===== config.mk =====
export PLATFORM = sky130hd
export DESIGN_NAME = fp8_bf16_widen
export DESIGN_NICKNAME = d
export VERILOG_FILES = /design/src/rtl/fp8cvt_pkg.sv /design/src/rtl/fp8_decode.sv /design/src/rtl/fp8_lane.sv /design/src/rtl/fp8_bf16_widen.sv
export SDC_FILE = /design/constraint.sdc
export NUM_CORES = 1
export LEC_CHECK = 0
export BUFFER_PORTS_ARGS = -buffer_cell sky130_fd_sc_hd__buf_2
export CORE_AREA = 4 4 141 143
export DETAILED_ROUTE_END_ITERATION = 8
export DIE_AREA = 0 0 145 147
export PLACE_DENSITY = 0.87
export SLEW_MARGIN = 40
export SYNTH_ARGS = -nofsm -noshare
export SYNTH_HDL_FRONTEND = slang
export SYNTH_SLANG_ARGS = --single-unit

===== constraint.sdc =====
create_clock -name clk -period 4.6 [get_ports clk]
set_input_delay 0.46 -clock clk [delete_from_list [all_inputs] [get_ports clk]]
set_output_delay 0.46 -clock clk [all_outputs]
set_load 0.005 [all_outputs]

===== src/rtl/fp8cvt_pkg.sv =====
package fp8cvt_pkg;

  localparam int BF_W     = 16;
  localparam int BF_FRAC  = 7;
  localparam int BF_BIAS  = 127;
  localparam int FP8_W    = 8;
  localparam logic [15:0] BF_QNAN = 16'h7FC0;

  typedef enum logic [1:0] {
    CLS_ZERO = 2'd0,
    CLS_FIN  = 2'd1,
    CLS_INF  = 2'd2,
    CLS_NAN  = 2'd3
  } fp_cls_e;

  // decoded element: class, sign, unbiased exponent, left-aligned fraction
  typedef struct packed {
    fp_cls_e             cls;
    logic                sign;
    logic signed [7:0]   uexp;
    logic [BF_FRAC-1:0]  frac;
  } fp_dec_t;

endpackage


===== src/rtl/fp8_decode.sv =====
module fp8_decode
  import fp8cvt_pkg::*;
#(
  parameter int EW      = 5,
  parameter int MW      = 2,
  parameter int BIAS    = 15,
  parameter bit HAS_INF = 1'b1
) (
  input  logic [FP8_W-1:0] code,
  output fp_dec_t          dec
);

  localparam int SHW = BF_FRAC + MW + 1;

  logic [EW-1:0]  expf;
  logic [MW-1:0]  mant;
  logic [SHW-1:0] shifted;
  int             lead;

  assign expf = code[MW +: EW];
  assign mant = code[0 +: MW];

  always_comb begin
    lead    = 0;
    for (int i = 0; i < MW; i++) begin
      if (mant[i]) lead = i;
    end
    shifted = SHW'(mant) << (BF_FRAC - lead);

    dec      = '0;
    dec.sign = code[FP8_W-1];
    dec.cls  = CLS_FIN;
    dec.uexp = 8'(int'(expf) - BIAS);
    dec.frac = {mant, {(BF_FRAC-MW){1'b0}}};

    if (expf == '0) begin
      if (mant == '0) begin
        dec.cls = CLS_ZERO;
      end else begin
        // subnormal: move the leading one to the hidden position
        dec.uexp = 8'(1 - BIAS - (MW - lead));
        dec.frac = shifted[BF_FRAC-1:0];
      end
    end else if (expf == '1) begin
      if (HAS_INF) begin
        dec.cls = (mant == '0) ? CLS_INF : CLS_NAN;
      end else if (mant == '1) begin
        dec.cls = CLS_NAN;
      end
    end
  end

endmodule


===== src/rtl/fp8_lane.sv =====
module fp8_lane
  import fp8cvt_pkg::*;
#(
  parameter int SCALE_W = 6
) (
  input  logic [FP8_W-1:0]   code,
  input  logic               fmt,
  input  logic [SCALE_W-1:0] k,
  output logic [BF_W-1:0]    bf
);

  fp_dec_t dec_w [2];
  fp_dec_t dec;
  int      bexp;

  // one decoder per supported encoding; the select picks one
  for (genvar g = 0; g < 2; g++) begin : g_dec
    fp8_decode #(
      .EW      (g == 0 ? 5 : 4),
      .MW      (g == 0 ? 2 : 3),
      .BIAS    (g == 0 ? 15 : 7),
      .HAS_INF (g == 0)
    ) u_dec (
      .code (code),
      .dec  (dec_w[g])
    );
  end

  assign dec = fmt ? dec_w[1] : dec_w[0];

  always_comb begin
    bexp = int'(dec.uexp) + BF_BIAS - int'(k);
    unique case (dec.cls)
      CLS_ZERO: bf = {dec.sign, 15'h0000};
      CLS_INF:  bf = {dec.sign, 8'hFF, 7'h00};
      CLS_NAN:  bf = BF_QNAN;
      default:  bf = {dec.sign, 8'(bexp), dec.frac};
    endcase
  end

endmodule


===== src/rtl/fp8_bf16_widen.sv =====
module fp8_bf16_widen
  import fp8cvt_pkg::*;
#(
  parameter int LANES   = 8,
  parameter int SCALE_W = 6,
  parameter bit REG_OUT = 1'b1
) (
  input  logic                     clk,
  input  logic                     rst,
  input  logic [2*LANES*8-1:0]     src,
  input  logic                     hi_half,
  input  logic                     use_set2,
  input  logic [SCALE_W-1:0]       scale_a,
  input  logic [SCALE_W-1:0]       scale_b,
  input  logic                     fmt_a,
  input  logic                     fmt_b,
  output logic [LANES*16-1:0]      dst
);

  localparam int HALF_W = LANES * FP8_W;
  localparam int VEC_W  = 2 * HALF_W;
  localparam int DST_W  = LANES * BF_W;

  logic [HALF_W-1:0]  half_sel;
  logic [SCALE_W-1:0] k_sel;
  logic               fmt_sel;
  logic [DST_W-1:0]   conv;

  assign half_sel = hi_half  ? src[VEC_W-1:HALF_W] : src[HALF_W-1:0];
  assign k_sel    = use_set2 ? scale_b : scale_a;
  assign fmt_sel  = use_set2 ? fmt_b   : fmt_a;

  for (genvar e = 0; e < LANES; e++) begin : g_lane
    fp8_lane #(.SCALE_W(SCALE_W)) u_lane (
      .code (half_sel[e*FP8_W +: FP8_W]),
      .fmt  (fmt_sel),
      .k    (k_sel),
      .bf   (conv[e*BF_W +: BF_W])
    );
  end

  if (REG_OUT) begin : g_reg
    always_ff @(posedge clk) begin
      if (rst) dst <= '0;
      else     dst <= conv;
    end
  end else begin : g_comb
    logic unused_ck;
    assign unused_ck = clk ^ rst;
    assign dst = conv;
  end

endmodule


== Word level (Yosys, flattened, before mapping) ==
Cells that the tools add are included.

* Flip-flop bits (word level): 128
* Word-level logic and storage cells: 308
* Output and inout bits: 128

* Reduce and logical (&&, ||, !) cells: 40
* Eq/ne operators: 40
* Muxes and demuxes: 131
* $add $sub $neg: 80
* Shift-type cells: 16

{| class="wikitable"
|+ Operators with widths
! cell !! number
|-
| 15-bit two-way mux || 32
|-
| 16-bit one-hot mux with 3 select lines || 8
|-
| 2-bit by 32-bit << shifter with 7-bit output || 8
|-
| 3-bit by 32-bit << shifter with 7-bit output || 8
|-
| 18-bit two-way mux || 8
|-
| 2-bit two-way mux || 48
|-
| 8-bit adder (second input constant) || 8
|-
| 64-bit two-way mux || 1
|-
| 3-bit by 8-bit subtractor with 8-bit output (first input constant) || 8
|-
| 4-bit by 8-bit subtractor with 8-bit output (first input constant) || 8
|-
| 5-bit by 8-bit subtractor with 8-bit output (first input constant) || 8
|-
| 8-bit by 7-bit subtractor with 8-bit output || 8
|-
| 5-bit by 4-bit subtractor with 6-bit output (second input constant) || 8
|-
| 5-bit equality test (second input constant) || 8
|-
| 5-bit zero test || 8
|-
| 4-bit by 3-bit subtractor with 5-bit output (second input constant) || 8
|-
| 1-bit two-way mux || 33
|-
| 2-bit equality test (second input constant) || 16
|-
| 4-bit equality test (second input constant) || 8
|-
| 2-bit zero test || 16
|-
| 4-bit zero test || 8
|-
| 3-bit by 1-bit subtractor with 4-bit output (first input constant) || 8
|-
| 3-bit by 2-bit subtractor with 4-bit output (first input constant) || 8
|-
| 3-bit equality test (second input constant) || 8
|-
| other kinds (3) || 17
|}

== Logic depth before layout (Yosys ltp) ==
Gate-level depths: netlist of the first run.

* Depth after elaboration: 11
* Depth in mapped cells: 22
* Depth with buffers taken out: 16

== Modules after synthesis ==
Synthesis of the first run repeated with hierarchy kept, for this count alone.

* Cell total of the unflattened synthesis: 1613
* Area total of the unflattened synthesis: 13907.1 um2

{| class="wikitable"
|+ Modules (own cells, without submodules)
! module !! seq. area each (um2) !! times used !! area each (um2) !! cells an instance
|-
| fp8_lane (g_lane[0].u_lane ...) || 0.0 || 7 || 673.1 || 87
|-
| fp8_bf16_widen || 2562.5 || 1 || 4593.2 || 349
|-
| fp8_decode (g_lane[0].u_lane.g_dec[1].u_dec ...) || 0.0 || 8 || 254.0 || 39
|-
| fp8_decode (g_lane[0].u_lane.g_dec[0].u_dec ...) || 0.0 || 8 || 236.5 || 32
|-
| fp8_lane (g_lane[5].u_lane) || 0.0 || 1 || 678.2 || 87
|}

== Worst setup path after synthesis of the first run ==
OpenSTA, ideal clock, no wires.

* Path type: input to register
* Start point: input hi_half
* End point: register dst[46]
* Library setup time: 0.114 ns
* Setup slack: 0.304 ns
* Cell stages on the path: 21
* Required time: 4.486 ns
* Arrival: 4.182 ns
* Cells stage by stage: buf_6 > buf_12 > buf_12 > buf_12 > buf_8 > mux2i_1 > ha_1 > nor4bb_1 > or2_2 > clkbuf_1 > o21ai_1 > nand2_1 > o21ai_1 > ha_1 > ha_1 > fa_1 > a21o_1 > nand3_1 > a21oi_1 > a31o_1 > a21o_1

* Word-level cells in the longest chain between the ends: 11
* Elaborated cells on any way between the ends: 35
* Classes of those cells: 8 x add/sub; 5 x eq/ne; 17 x mux; 5 x reduce/logical

{| class="wikitable"
|+ RTL lines
! what !! RTL line !! source
|-
| start, declared || fp8_bf16_widen.sv:11 || <nowiki>input logic hi_half,</nowiki>
|-
| 64-bit two-way mux (*) || fp8_bf16_widen.sv:29 || <nowiki>assign half_sel = hi_half ? src[VEC_W-1:HALF_W] : src[HALF_W-1:0];</nowiki>
|-
| 1-bit two-way mux || fp8_decode.sv:26 || <nowiki>if (mant[i]) lead = i;</nowiki>
|-
| 2-bit two-way mux || fp8_decode.sv:26 ||
|-
| 3-bit by 8-bit subtractor with 8-bit output || fp8_decode.sv:41 || <nowiki>dec.uexp = 8'(1 - BIAS - (MW - lead));</nowiki>
|-
| 4-bit by 8-bit subtractor with 8-bit output || fp8_decode.sv:41 ||
|-
| 15-bit two-way mux || fp8_decode.sv:37 || <nowiki>if (mant == '0) begin</nowiki>
|-
| 15-bit two-way mux || fp8_decode.sv:36 || <nowiki>if (expf == '0) begin</nowiki>
|-
| 18-bit two-way mux (*) || fp8_lane.sv:29 || <nowiki>assign dec = fmt ? dec_w[1] : dec_w[0];</nowiki>
|-
| 8-bit adder || fp8_lane.sv:32 || <nowiki>bexp = int'(dec.uexp) + BF_BIAS - int'(k);</nowiki>
|-
| 8-bit by 7-bit subtractor with 8-bit output || fp8_lane.sv:32 ||
|-
| 16-bit one-hot mux with 3 select lines (*) || fp8_lane.sv:33 || <nowiki>unique case (dec.cls)</nowiki>
|-
| end signal, assigned || fp8_bf16_widen.sv:45 || <nowiki>else dst <= conv;</nowiki>
|-
| end, declared || fp8_bf16_widen.sv:17 || <nowiki>output logic [LANES*16-1:0] dst</nowiki>
|}

Mark *: on every way between the ends. The rest lies on a longest branch, timed or not.
A chain may end at the register's enable or synchronous reset.

== Worst setup path after layout of the first run ==
* Start point: input hi_half
* End point: register dst[126]

The elaborated chain is that of the path after synthesis.

==> qor.yml, run 1 <==
ios: 274
timing_hold_violations_final: 0
drt_iter0_drc: 721
wl_um: 29300
hold_class: "primary input to flop"
drc_errors: 0
dr_total_vias: 9731
syn2layout_area_growth_pct: 16.4
drv_slew: 0
ys_ff_latch: 96
wl_met3_um: 2170
drtAntennaViolNets: 0
syn_area_per_cell_um2: 8.83
arrival_ns: 4.32
async_flop_share: 0
antenna_cells: 0
rsz0062_at_grt: "false"
syn_area_um2: 10100
min_period_over_period: 0.880
ys_warn_count: 0
pwr_density_cell_nw_per_um2: 297
grt_first_pass_wirelength_um: 46600
post-cts-setup-buffers: 0
crit_fanout: 28
fp.dieArea_um2: 21300
synth-edff-count: 0
timing.hold.ws_ns: 0.389
largest_reg_flops: 96
wl_met2_um: 14200
worstSetupPathType: "primary input to flop"
ys.flop_type: "dfxtp_1"
cp-end-kind: "flop"
chipWidth_um: 145
drt_first_pass_iters: 5
n_fill_cell: 1542
maxCapViolCount: 0
top_register: "dst"
fmax_mhz: 247
slew-limit-headroom: 0.431
p_leak_nw: 5.93
cts_tree: "built"
reg_top3: "dst x96"
setup_tns_ns: 0
synth.distinct_cells: 98
tightest_slew_ns: 0.836
period_needed_ns: 4.05
grt.total_usage: 0.261
worst_slack_ns: 0.551
root_buffer: "clkbuf_16"
place_inst: 1602
top_layer_used: "met4"
grt_max_degree: 29
finalNonFillerCells: 1618
num_rows: 50
synth_cells: 1139
met1_length_um: 12100
start_util: 0.541
clk_path_buf_depth: 2
finalSetupViolCount: 0
place_ws_ns: 0.303
wl_per_cell_um: 18.1
viasPerCell: 6.01
numClockSinks: 96
final_layout_size_suffix_gt1_frac: 0.270
cts_resized: 0
yosysSeqAreaShare: 0.191
post-dp-hpwl_um: 22900
required_ns: 4.88
grt-ovfl-total: 0
final_nets: 1670
placeableCoreArea_um2: 18600
clk_pin_slew_worst_paths_ns: 0.07
outcome: "complete, no violations"
htreeDepth: 3
critPathLaunchType: "primary input"
cts_made_buffers: 9
antenna_found_initial: 0
routabilityCongestion: 0.986
postCtsHoldBufs: 0
grt_pass1_vias: 9493
port_buffers: 241
die_y_um: 147
ir_drop_uv: 183
-- area by class of cell --
class | count | area, µm² | area share
flip-flops and latches | 96 | 1920 | 0.164
clock inverters | 7 | 70.1 | 0.00598
clock buffers | 9 | 225 | 0.0192
inverters | 59 | 221 | 0.0189
well taps | 234 | 293 | 0.0250
multi-input cells | 941 | 7530 | 0.643
repair buffers | 272 | 1450 | 0.123
-- metrics by stage --
step	total power [mW]	area, µm²	util
floorplan	2.16	10200	-
CTS	3.47	11700	0.630
global placement	2.63	11400	0.613
detailed placement	2.68	11400	0.614
finish	3.47	11700	0.630
global route	3.70	11700	0.630
-- per-layer routing --
layer	vias up	global-route usage
li1	4635	-
met1	4482	0.327
met2	527	0.458
met3	87	0.0367
met4	0	0.0983
met5	-	0
-- kinds of logic (layout without fill, tap and decap cells) --
group / Yosys count / after routing / share of synthesized area
DFF: 96 / 96 / 0.191
and+or+nand+nor: 262 / 262 / 0.149
xor gates and xnor gates: 56 / 56 / 0.0488
muxes: 84 / 84 / 0.0995
adders and majority gates: 145 / 145 / 0.186
AOI/OAI and AO/OA: 362 / 362 / 0.247
other: 1 / 32 / 0.000373
buffers and inverters: 133 / 347 / 0.0780
-- final timing paths --
kind | endpoint | slack, ns | startpoint | depth (start not counted)
min | dst[127] | 0.39 | src[63] | 3
max | dst[126] | 0.55 | hi_half | 16
-- synth_stat cells, types with 5 or more instances --
library cell / n / area, µm²
a211oi_1: 11 / 82.6
a21o_1: 68 / 510
a21oi_1: 98 / 490
a221oi_1: 6 / 52.6
a311o_1: 6 / 60.1
a31oi_1: 7 / 43.8
and2_1: 12 / 75.1
and4_1: 6 / 52.6
buf_2: 15 / 75.1
buf_4: 36 / 270
buf_6: 8 / 90.1
clkbuf_1: 9 / 33.8
dfxtp_1: 96 / 1920
fa_1: 8 / 160
ha_1: 137 / 1710
inv_1: 54 / 203
mux2_2: 12 / 135
mux2i_1: 48 / 480
mux2i_2: 16 / 220
mux2i_4: 6 / 135
nand2_1: 51 / 191
nand2b_1: 16 / 100
nand3_1: 12 / 60.1
nand4_1: 8 / 50.1
nor2_1: 55 / 206
nor2b_1: 6 / 37.5
nor3_1: 33 / 165
nor3b_1: 14 / 105
nor4_1: 5 / 31.3
o211ai_1: 5 / 37.5
o21a_1: 15 / 113
o21ai_0: 47 / 235
o21ai_1: 14 / 70.1
o22ai_1: 18 / 113
o2bb2ai_1: 5 / 43.8
o32ai_1: 6 / 52.6
xnor2_1: 33 / 289
xor2_1: 23 / 201
-- power breakdown --
| group | internal, mW | switching [mW] |
|---|---|---|
| Sequential | 0.993 | 0.0430 |
| Combinational | 0.758 | 0.903 |
| Clock | 0.423 | 0.354 |
-- critical path, cell delays in order --
cell and delay (ns):
buf_6 0.33, mux2i_1 0.49, ha_1 0.24, nor4b_2 0.28, nor2_1 0.15, o21ai_0 0.40
o2bb2ai_1 0.16, ha_1 0.33, ha_1 0.19, inv_1 0.06, fa_1 0.39, nor2b_1 0.20
o31a_1 0.20, nor2_1 0.06, o22a_1 0.18, o21ai_0 0.17
-- placed cells by master (no fill, tap or decap), types with 14 or more instances in the layout --
cell type  instances
xor2_1            23
nand2_1           51
buf_4             31
o21ai_0           47
o21ai_1           14
o21a_1            15
xnor2_1           33
nor3b_1           14
buf_2            240
nand2b_1          16
a21oi_1           98
mux2i_2           19
ha_1             137
o22ai_1           18
dfxtp_1           96
inv_1             54
mux2i_1           41
nor2_1            55
a21o_1            68
conb_1            32
nor3_1            33
Power figures use the tool's default switching activity.
==> run 2: changes to the inputs <==
--- a/config.mk
+++ b/config.mk
@@ -6,10 +6,11 @@
 export NUM_CORES = 1
 export LEC_CHECK = 0
 export BUFFER_PORTS_ARGS = -buffer_cell sky130_fd_sc_hd__buf_2
-export CORE_AREA = 4 4 141 143
+export CORE_AREA = 4 4 149 151
+export CTS_BUF_LIST = sky130_fd_sc_hd__clkbuf_4 sky130_fd_sc_hd__clkbuf_8 sky130_fd_sc_hd__clkbuf_16
 export DETAILED_ROUTE_END_ITERATION = 8
-export DIE_AREA = 0 0 145 147
-export PLACE_DENSITY = 0.87
+export DIE_AREA = 0 0 153 155
+export PLACE_DENSITY = 0.82
 export SLEW_MARGIN = 40
 export SYNTH_ARGS = -nofsm -noshare
 export SYNTH_HDL_FRONTEND = slang
==> constraint.sdc (replaced) <==
create_clock -name clk -period 3.7 [get_ports clk]
set_input_delay 0.37 -clock clk [delete_from_list [all_inputs] [get_ports clk]]
set_output_delay 0.37 -clock clk [all_outputs]
set_load 0.005 [all_outputs]
==> run 2 against run 1 <==
  * Sequential share of layout area decreased by 1.5 points
  * Global-route usage decreased by 1.1 points
  * Cell count increased by 9.9%
  * Largest power group unchanged
==> qor.yml, run 2 (synthesized netlist as in run 1, its figures left out) <==
die_y_um: 155  # +5.4%
hold_class: "primary input to flop"
ios: 274  # unchanged
grt-ovfl-total: 0  # unchanged
largest_reg_flops: 96  # unchanged
ir_drop_uv: 202  # +10%
dr_total_vias: 10087  # +3.7%
rsz0062_at_grt: "false"
post-dp-hpwl_um: 25000  # +9.3%
final_core_util: 0.618  # -0.0118
grt_pass1_vias: 9843  # +3.7%
viasPerCell: 5.67  # -5.7%
worstSetupPathType: "primary input to flop"
post-cts-setup-buffers: 0  # unchanged
fin_area_um2: 12900  # +10%
final_nets: 1789  # +7.1%
timing.hold.ws_ns: 0.323  # -0.0666 ns
cp-startpoint: "hi_half"
n_fill_cell: 1778  # +15%
outcome: "complete, no violations"
slew-limit-headroom: 0.535  # +0.103
pwr_density_cell_nw_per_um2: 350  # +18%
htreeDepth: 3  # unchanged
period_needed_ns: 3.45
grt.total_usage: 0.250  # -0.0109
fp.dieArea_um2: 23700  # +11%
cts_resized: 0  # unchanged
antenna_cells: 0  # unchanged
routabilityCongestion: 0.935  # -5.1%
fmax_mhz: 290
min_period_over_period: 0.932
drt_first_pass_iters: 6  # +1
tightest_slew_ns: 0.685  # -0.152 ns
syn2layout_area_growth_pct: 28.0
antenna_found_initial: 0  # unchanged
grt_first_pass_wirelength_um: 49100  # +5.4%
finalSetupViolCount: 0  # unchanged
maxCapViolCount: 0  # unchanged
crit_end: "dst[45]"
place_inst: 1762  # +10%
crit_fanout: 27  # -3.6%
placeableCoreArea_um2: 20800  # +12%
clk_path_buf_depth: 2  # unchanged
final_common_cell: "buf_2"
root_buffer: "clkbuf_16"
cp-end-kind: "flop"
drv_slew: 0  # unchanged
final_layout_size_suffix_gt1_frac: 0.355  # +0.0844
multi_input_area_um2: 7760  # +3.0%
chipWidth_um: 153  # +5.5%
clk_pin_slew_worst_paths_ns: 0.07  # about the same
drt_iter0_drc: 521  # -28%
timing_hold_violations_final: 0  # unchanged
wl_um: 31200  # +6.3%
required_ns: 3.95  # -0.93 ns
setup_tns_ns: 0  # unchanged
grt_max_degree: 28  # -3.4%
finalNonFillerCells: 1778  # +9.9%
cts_made_buffers: 9  # unchanged
p_leak_nw: 6.50  # +9.6%
cts_tree: "built"
arrival_ns: 3.69  # -0.63 ns
numClockSinks: 96  # unchanged
num_rows: 53  # +6.0%
mostFrequentLayoutCells: "buf_2, buf_4, ha_1, dfxtp_1, a21oi_1"
place_area_um2: 12600  # +10%
drtAntennaViolNets: 0  # unchanged
wl_per_cell_um: 17.5  # -3.2%
top_register: "dst"
seq_area_um2: 1920  # unchanged
reg_top3: "dst x96"
start_util: 0.483  # -0.0583
postCtsHoldBufs: 0  # unchanged
port_buffers: 241  # unchanged
critPathLaunchType: "primary input"
drc_errors: 0  # unchanged
[run 2: worst min path at each step]
stage	from	to	cells past startpoint	slack (ns)
6_report	src[63]	dst[127]	3	0.32
5_1_grt	src[23]	dst[47]	3	0.35
4_1_cts	src[23]	dst[47]	3	0.31
3_5_place_dp	src[23]	dst[47]	3	0.68
3_3_place_gp	src[63]	dst[127]	3	0.68
2_1_floorplan	src[63]	dst[127]	2	0.56
[run 2: routing by layer]
layer	vias up	track usage	routed length, µm
met1	4707	0.307	12800
met3	58	0.0334	2080
met4	0	0.0776	716
met5	-	0	0
li1	4891	-	-
met2	431	0.455	15500
[run 2: report_power, final]
group	switching (mW)	internal [mW]	leakage [nW]
sequential	0.0545	1.23	0.798
combinational	1.18	1.11	5.56
clock	0.461	0.471	0.139
total	1.69	2.81	6.50
[run 2: cell type report]
class                           instances  share of cell area
Multi-Input combinational cell        941               0.602
Timing Repair Buffer                  391               0.182
Sequential cell                        96               0.149
Tap cell                              275              0.0267
Clock buffer                            9              0.0175
Inverter                               59              0.0172
Clock inverter                          7             0.00486
[run 2: worst max-delay path, cell delays in order]
cell	delay, ns
buf_8	0.31
buf_4	0.31
mux2i_1	0.35
ha_1	0.23
o211a_1	0.23
a21oi_1	0.12
nand2_1	0.11
o21ai_1	0.07
ha_1	0.33
ha_1	0.33
a21o_1	0.17
a21oi_1	0.29
nand2b_1	0.15
a31oi_1	0.08
a41o_1	0.23
[run 2: stage by stage]
step | setup WS (ns) | power, mW
after floorplan | -0.205 | 2.75
after global placement | -0.0830 | 3.51
after detailed placement | -0.190 | 3.57
after CTS | 0.193 | 4.52
after global routing | 0.0111 | 4.81
final | 0.252 | 4.51
